### src/rtl/steer_pkg.sv
package steer_pkg;
  typedef enum logic [1:0] {
    CLS_ALU = 2'b00,
    CLS_RES = 2'b01,
    CLS_MEM = 2'b10,
    CLS_BR  = 2'b11
  } instrClassT;

  // Which part of the fetch word a lane receives
  typedef enum logic [1:0] {
    SRC_NONE = 2'b00,
    SRC_LO   = 2'b01,
    SRC_HI   = 2'b10,
    SRC_FULL = 2'b11
  } laneSrcT;

  typedef struct packed {
    laneSrcT resSrc;
    laneSrcT memSrc;
  } laneStrobeT;
endpackage

### src/rtl/steer_ctrl.sv
module steer_ctrl
  import steer_pkg::*;
#(
  parameter int REG_AW = 4
) (
  input  logic              clk,
  input  logic              rstN,
  input  logic              fetchValid,
  input  logic [1:0]        loClass,
  input  logic [1:0]        hiClass,
  input  logic              isLong,
  input  logic              loWrEn,
  input  logic [REG_AW-1:0] loDst,
  input  logic [REG_AW-1:0] hiSrcA,
  input  logic [REG_AW-1:0] hiSrcB,
  input  logic              singleIssue,
  output laneStrobeT        strobe,
  output logic              fetchStall
);
  logic       secondHalf, nextHalf;
  instrClassT c0, c1;
  logic       rawHazard, laneClash, mustSplit;

  assign c0 = instrClassT'(loClass);
  assign c1 = instrClassT'(hiClass);

  function automatic logic memOnly(input instrClassT c);
    return (c == CLS_MEM) || (c == CLS_BR);
  endfunction

  function automatic laneStrobeT alone(input instrClassT c, input laneSrcT s);
    laneStrobeT r;
    r.resSrc = (c == CLS_RES) ? s : SRC_NONE;
    r.memSrc = (c == CLS_RES) ? SRC_NONE : s;
    return r;
  endfunction

  assign rawHazard = loWrEn && ((loDst == hiSrcA) || (loDst == hiSrcB));
  assign laneClash = ((c0 == CLS_RES) && (c1 == CLS_RES)) || (memOnly(c0) && memOnly(c1));
  assign mustSplit = singleIssue || rawHazard || laneClash;

  always_comb begin
    strobe     = '{resSrc: SRC_NONE, memSrc: SRC_NONE};
    fetchStall = 1'b0;
    nextHalf   = secondHalf;
    if (fetchValid) begin
      if (secondHalf) begin
        strobe   = alone(c1, SRC_HI);
        nextHalf = 1'b0;
      end else if (isLong) begin
        strobe = '{resSrc: SRC_FULL, memSrc: SRC_FULL};
      end else if (c0 == CLS_BR) begin
        strobe.memSrc = SRC_LO;
      end else if (mustSplit) begin
        strobe     = alone(c0, SRC_LO);
        fetchStall = 1'b1;
        nextHalf   = 1'b1;
      end else if (c0 == CLS_RES || (c0 == CLS_ALU && c1 != CLS_ALU && c1 != CLS_RES)) begin
        strobe = '{resSrc: SRC_LO, memSrc: SRC_HI};
      end else begin
        strobe = '{resSrc: SRC_HI, memSrc: SRC_LO};
      end
    end
  end

  always_ff @(posedge clk or negedge rstN) begin
    if (!rstN) secondHalf <= 1'b0;
    else       secondHalf <= nextHalf;
  end

  // a long word never needs a second cycle
  assert_long_nostall_R3: assert property (@(posedge clk) disable iff (!rstN)
    (fetchValid && isLong && !secondHalf) |-> !fetchStall);
  // a stall is always followed by a stall-free cycle
  assert_stall_once_R5: assert property (@(posedge clk) disable iff (!rstN)
    fetchStall |=> !fetchStall);
  // single-issue mode never fills both lanes with shorts
  assert_single_R8: assert property (@(posedge clk) disable iff (!rstN)
    (singleIssue && !isLong) |-> !(strobe.resSrc != SRC_NONE && strobe.memSrc != SRC_NONE));
  // no fetch word, no issue and no stall
  assert_idle_R9: assert property (@(posedge clk) disable iff (!rstN)
    !fetchValid |-> (strobe.resSrc == SRC_NONE && strobe.memSrc == SRC_NONE && !fetchStall));
endmodule

### src/rtl/steer_dp.sv
module steer_dp
  import steer_pkg::*;
#(
  parameter int SHORT_W = 16
) (
  input  logic                 clk,
  input  logic                 rstN,
  input  logic [2*SHORT_W-1:0] fetchWord,
  input  logic [1:0]           loClass,
  input  logic [1:0]           hiClass,
  input  laneStrobeT           strobe,
  output logic                 resValid,
  output logic [2*SHORT_W-1:0] resInstr,
  output logic [1:0]           resClass,
  output logic                 memValid,
  output logic [2*SHORT_W-1:0] memInstr,
  output logic [1:0]           memClass
);
  localparam int WORD_W = 2 * SHORT_W;

  logic [SHORT_W-1:0] loHalf, hiHalf;
  assign loHalf = fetchWord[SHORT_W-1:0];
  assign hiHalf = fetchWord[WORD_W-1:SHORT_W];

  function automatic logic [WORD_W-1:0] pickWord(input laneSrcT s,
      input logic [SHORT_W-1:0] lo, input logic [SHORT_W-1:0] hi);
    case (s)
      SRC_LO:   return {{SHORT_W{1'b0}}, lo};
      SRC_HI:   return {{SHORT_W{1'b0}}, hi};
      SRC_FULL: return {hi, lo};
      default:  return '0;
    endcase
  endfunction

  function automatic logic [1:0] pickClass(input laneSrcT s,
      input logic [1:0] lo, input logic [1:0] hi);
    return (s == SRC_HI) ? hi : ((s == SRC_NONE) ? 2'b00 : lo);
  endfunction

  assign resValid = (strobe.resSrc != SRC_NONE);
  assign memValid = (strobe.memSrc != SRC_NONE);
  assign resInstr = pickWord(strobe.resSrc, loHalf, hiHalf);
  assign memInstr = pickWord(strobe.memSrc, loHalf, hiHalf);
  assign resClass = pickClass(strobe.resSrc, loClass, hiClass);
  assign memClass = pickClass(strobe.memSrc, loClass, hiClass);

  // lane eligibility by class on the short path
  assert_res_class_R1: assert property (@(posedge clk) disable iff (!rstN)
    (resValid && strobe.resSrc != SRC_FULL) |-> (resClass == CLS_ALU || resClass == CLS_RES));
  assert_mem_class_R1: assert property (@(posedge clk) disable iff (!rstN)
    (memValid && strobe.memSrc != SRC_FULL) |-> (memClass != CLS_RES));
  // a long word occupies both lanes together
  assert_long_both_R3: assert property (@(posedge clk) disable iff (!rstN)
    (strobe.resSrc == SRC_FULL) |-> (memValid && memInstr == resInstr));
endmodule

### src/rtl/dual_lane_steer.sv
module dual_lane_steer
  import steer_pkg::*;
#(
  parameter int SHORT_W = 16,
  parameter int REG_AW  = 4
) (
  input  logic                 clk,
  input  logic                 rstN,
  input  logic                 fetchValid,
  input  logic [2*SHORT_W-1:0] fetchWord,
  input  logic [1:0]           loClass,
  input  logic [1:0]           hiClass,
  input  logic                 isLong,
  input  logic                 loWrEn,
  input  logic [REG_AW-1:0]    loDst,
  input  logic [REG_AW-1:0]    hiSrcA,
  input  logic [REG_AW-1:0]    hiSrcB,
  input  logic                 singleIssue,
  output logic                 resValid,
  output logic [2*SHORT_W-1:0] resInstr,
  output logic [1:0]           resClass,
  output logic                 memValid,
  output logic [2*SHORT_W-1:0] memInstr,
  output logic [1:0]           memClass,
  output logic                 fetchStall
);
  laneStrobeT strobe;

  steer_ctrl #(.REG_AW(REG_AW)) uCtrl (
    .clk(clk), .rstN(rstN), .fetchValid(fetchValid),
    .loClass(loClass), .hiClass(hiClass), .isLong(isLong),
    .loWrEn(loWrEn), .loDst(loDst), .hiSrcA(hiSrcA), .hiSrcB(hiSrcB),
    .singleIssue(singleIssue), .strobe(strobe), .fetchStall(fetchStall)
  );

  steer_dp #(.SHORT_W(SHORT_W)) uDp (
    .clk(clk), .rstN(rstN), .fetchWord(fetchWord),
    .loClass(loClass), .hiClass(hiClass), .strobe(strobe),
    .resValid(resValid), .resInstr(resInstr), .resClass(resClass),
    .memValid(memValid), .memInstr(memInstr), .memClass(memClass)
  );
endmodule

### config.mk
export PLATFORM = sky130hd
export DESIGN_NAME = dual_lane_steer
export DESIGN_NICKNAME = d
export VERILOG_FILES = /design/src/rtl/steer_pkg.sv /design/src/rtl/steer_ctrl.sv /design/src/rtl/steer_dp.sv /design/src/rtl/dual_lane_steer.sv
export SDC_FILE = /design/constraint.sdc
export NUM_CORES = 1
export LEC_CHECK = 0
export BUFFER_PORTS_ARGS = -buffer_cell sky130_fd_sc_hd__buf_2
export CAP_MARGIN = 20
export CORE_MARGIN = 2
export CORE_UTILIZATION = 34
export DETAILED_ROUTE_END_ITERATION = 7
export PLACE_DENSITY = 0.86
export SLEW_MARGIN = 20
export SYNTH_ARGS = -nofsm -noshare
export SYNTH_HDL_FRONTEND = slang
export SYNTH_HIERARCHICAL = 1
export SYNTH_SLANG_ARGS = --single-unit
### constraint.sdc
create_clock -name clk -period 3.3 [get_ports clk]
set_input_delay 0.33 -clock clk [delete_from_list [all_inputs] [get_ports clk]]
set_output_delay 0.33 -clock clk [all_outputs]
set_load 0.03 [all_outputs]
==> flow_metrics.env <==
export IMPL_max_stage_delay_ns=0.42
export IMPL_max_cap_violations=0
export IMPL_synth_cell_type_count=32
export IMPL_async_flop_share_pct=100
export IMPL_antenna_cells=0
export IMPL_ys_ff_latch=1
export IMPL_io_buffers=124
export IMPL_cp_top_family="simple AND/OR/NAND/NOR gates"
export IMPL_setup_viol=0
export IMPL_die_height_um=56.8
export IMPL_synthFlopType="dfrtp_1"
export IMPL_grt_pass1_wl_mm=5.86
export IMPL_dp_slack_ns=0.541
export IMPL_crit_chain="buf_2 -> xor2_1 -> nor4_1 -> o21ai_0 -> nand2_1 -> o31ai_4 -> buf_4 -> nor2b_4 -> a22o_2 -> buf_2"
export IMPL_path_max_fanout=36
export IMPL_insertion_delay_ns=0
export IMPL_track_usage_pct=21.7
export IMPL_dpl_cell_count=282
export IMPL_timing_fmax_mhz=357
export IMPL_slowest_stage="nor2b_4"
export IMPL_fin_crit_sh_pct=84.9
export IMPL_wire_per_inst_um=13.6
export IMPL_viasPerCell=5.48
export IMPL_vias=1546
export IMPL_top_register="uCtrl/secondHalf"
export IMPL_setup_worst_path_start_class="input pin"
export IMPL_ios=125
export IMPL_grt_pass1_vias=1358
export IMPL_drt_iter0_drc=76
export IMPL_final_nets=307
export IMPL_grt_ovfl_total=0
export IMPL_largest_reg_flops=1
export IMPL_fin_ws_ns=0.498
export IMPL_drc_errors=0
export IMPL_dp_hpwl_mm=2.99
export IMPL_first_pass_iters=4
export IMPL_arrival_ns=2.47
export IMPL_synth_edff_count=0
export IMPL_die_w_um=56.8
export IMPL_crit_required_ns=2.97
export IMPL_cts_resized_gates=0
export IMPL_reg_top3="uCtrl/secondHalf: 1 flops"
export IMPL_status="completed"
export IMPL_fillerInstances=269
export IMPL_area_growth_syn_to_layout_pct=67.2
export IMPL_dieArea_sq_um=3230
export IMPL_antenna_found_initial=0
export IMPL_syn_area_per_cell_sq_um=6.97
export IMPL_syn_area_sq_um=948
export IMPL_synth_top_area_share_pct=19.4
export IMPL_grt_max_degree=37
export IMPL_path_buf_inv=3
export IMPL_wirelength_mm=3.85
export IMPL_finClkSkew_ns=0
export IMPL_finalNonFillerCells=282
export IMPL_yosys_warnings=6
export IMPL_p_leak_nw=1.05
export IMPL_gp_congestion=0.871
export IMPL_worstSetupPathType="input pin to output port"
export IMPL_yosys_area_top_type="a22o_1"
export IMPL_cts_hold_buffers=0
export IMPL_powerDensity_nw_per_um2=276
export IMPL_ant_nets=0
export IMPL_fin_tns_setup_ns=0
export IMPL_relSlewSlack_pct=60.8
export IMPL_synth_seq_area_share_pct=2.64
export IMPL_rsz0062_at_grt="false"
export IMPL_worst_slew_pin_slew_ns=0.585
export IMPL_synth_net_count=190
export IMPL_start_util_pct=35.0
export IMPL_hold_viol=0
export IMPL_rows=19
export IMPL_maxSlewViolCount=0
export IMPL_drive_above_1_share_pct=60.6
export IMPL_coreArea_sq_um=2710
export IMPL_irDropWorstVdd_mv=0.197
export IMPL_layout_min_cycle_time_ns=2.80
export IMPL_hold_path_class="input pin to async pin"
export IMPL_cts_setup_buffers=0
export IMPL_clk_pin_slew_ns=0
export IMPL_cp_end_kind="output port"
export IMPL_synth_area_top_cells="a22o_1, and3_1, a22o_2, xor2_1, nand2_1"
export IMPL_crit_path_frequent_cell="buf_2"
export IMPL_syn_inst=136
==> worst reg2reg max path, delay by kind of cell (launching register included) <==
| family | cells | cell delay, ns |
|---|---|---|
| AOI/OAI and AO/OA | 3 | 0.51 |
| DFF | 1 | 0.38 |
| and+or+nand+nor | 1 | 0.18 |
| buffers and inverters | 1 | 0.13 |
==> layer usage <==
layer  global-route usage [%]  share of wire [%]  up-vias
li1                         -                  -      753
met1                     26.1                 40      710
met2                     43.4                 52       79
met3                    0.461                6.9        4
met4                     2.33               0.78        0
met5                        0                  0        -
==> synthesized netlist by cell type (2+ instances only) <==
cell	count
a22o_2	10
xor2_1	8
nor4_1	4
nand2_1	13
a21oi_1	3
buf_4	2
o21ai_0	8
and3_2	6
a22o_1	21
or2_2	2
inv_1	4
and3_1	26
nor2_1	3
clkbuf_1	8
==> per-stage QoR <==
stage	hold slack (ns)	total power (W)	area, sq um	utilization, %
floorplan	0.0344	0.000307	948	-
global route	0.112	0.000466	1590	58.5
finish	0.106	0.000437	1590	58.5
global placement	0.105	0.000431	1590	58.5
detailed placement	0.106	0.000435	1590	58.5
CTS	0.106	0.000436	1590	58.5
==> logic make-up after synthesis <==
logic type,count (synthesis),share of synthesized area (%)
AOI/OAI and AO/OA,51,43.4
DFF,1,2.64
buffers and inverters,18,10.7
xor gates and xnor gates,8,7.39
and+or+nand+nor,58,35.9
==> path summary, 6_finish.rpt <==
check,start,cells past startpoint,end,slack [ns]
setup / recovery,loDst[1],10,resInstr[2],0.50
hold / removal,rstN,1,uCtrl/secondHalf$_DFFE_PN0P_,0.11
setup reg to reg,uCtrl/secondHalf$_DFFE_PN0P_,5,uCtrl/secondHalf$_DFFE_PN0P_,2.01
hold reg to reg,uCtrl/secondHalf$_DFFE_PN0P_,3,uCtrl/secondHalf$_DFFE_PN0P_,0.77
max in group asynchronous,rstN,1,uCtrl/secondHalf$_DFFE_PN0P_,3.11
min in group clk,singleIssue,3,uCtrl/secondHalf$_DFFE_PN0P_,0.70
==> layout make-up <==
cell class	count	area, sq um	share of cell area, %
timing repair buffer	129	658	41.5
inverter	4	15.0	0.947
multi-input combinational	117	848	53.5
sequential	1	25.0	1.58
tap	31	38.8	2.45
==> report_power, final <==
group | internal, W | total (W) | switching [W]
clock | 0 | 0 | 0
sequential | 0.0000140 | 0.0000153 | 0.00000130
combinational | 0.000143 | 0.000422 | 0.000279
total | 0.000157 | 0.000437 | 0.000280
==> layout by cell type (no fill, tap or decap) <==
cell type | synthesis | routed
or2_2 | 2 | 2
a22o_2 | 10 | 10
a22oi_1 | 1 | 1
buf_2 | 1 | 124
o21ai_0 | 8 | 8
xor2_1 | 8 | 8
nor4_1 | 4 | 4
a211oi_4 | 0 | 1
nand2b_1 | 1 | 1
and3_2 | 6 | 6
a21oi_1 | 3 | 3
nor2b_2 | 1 | 1
buf_4 | 2 | 5
nor2_1 | 3 | 3
o211ai_1 | 1 | 1
a211o_1 | 1 | 1
a22o_1 | 21 | 21
and3_1 | 26 | 26
o31ai_4 | 0 | 1
o22a_1 | 1 | 1
nor2b_1 | 1 | 1
nand2_1 | 13 | 13
dfrtp_1 | 1 | 1
nor2b_4 | 1 | 1
inv_1 | 4 | 4
o21a_2 | 1 | 1
a31oi_1 | 1 | 1
o311a_1 | 1 | 1
(Power assumes the default switching activity.)
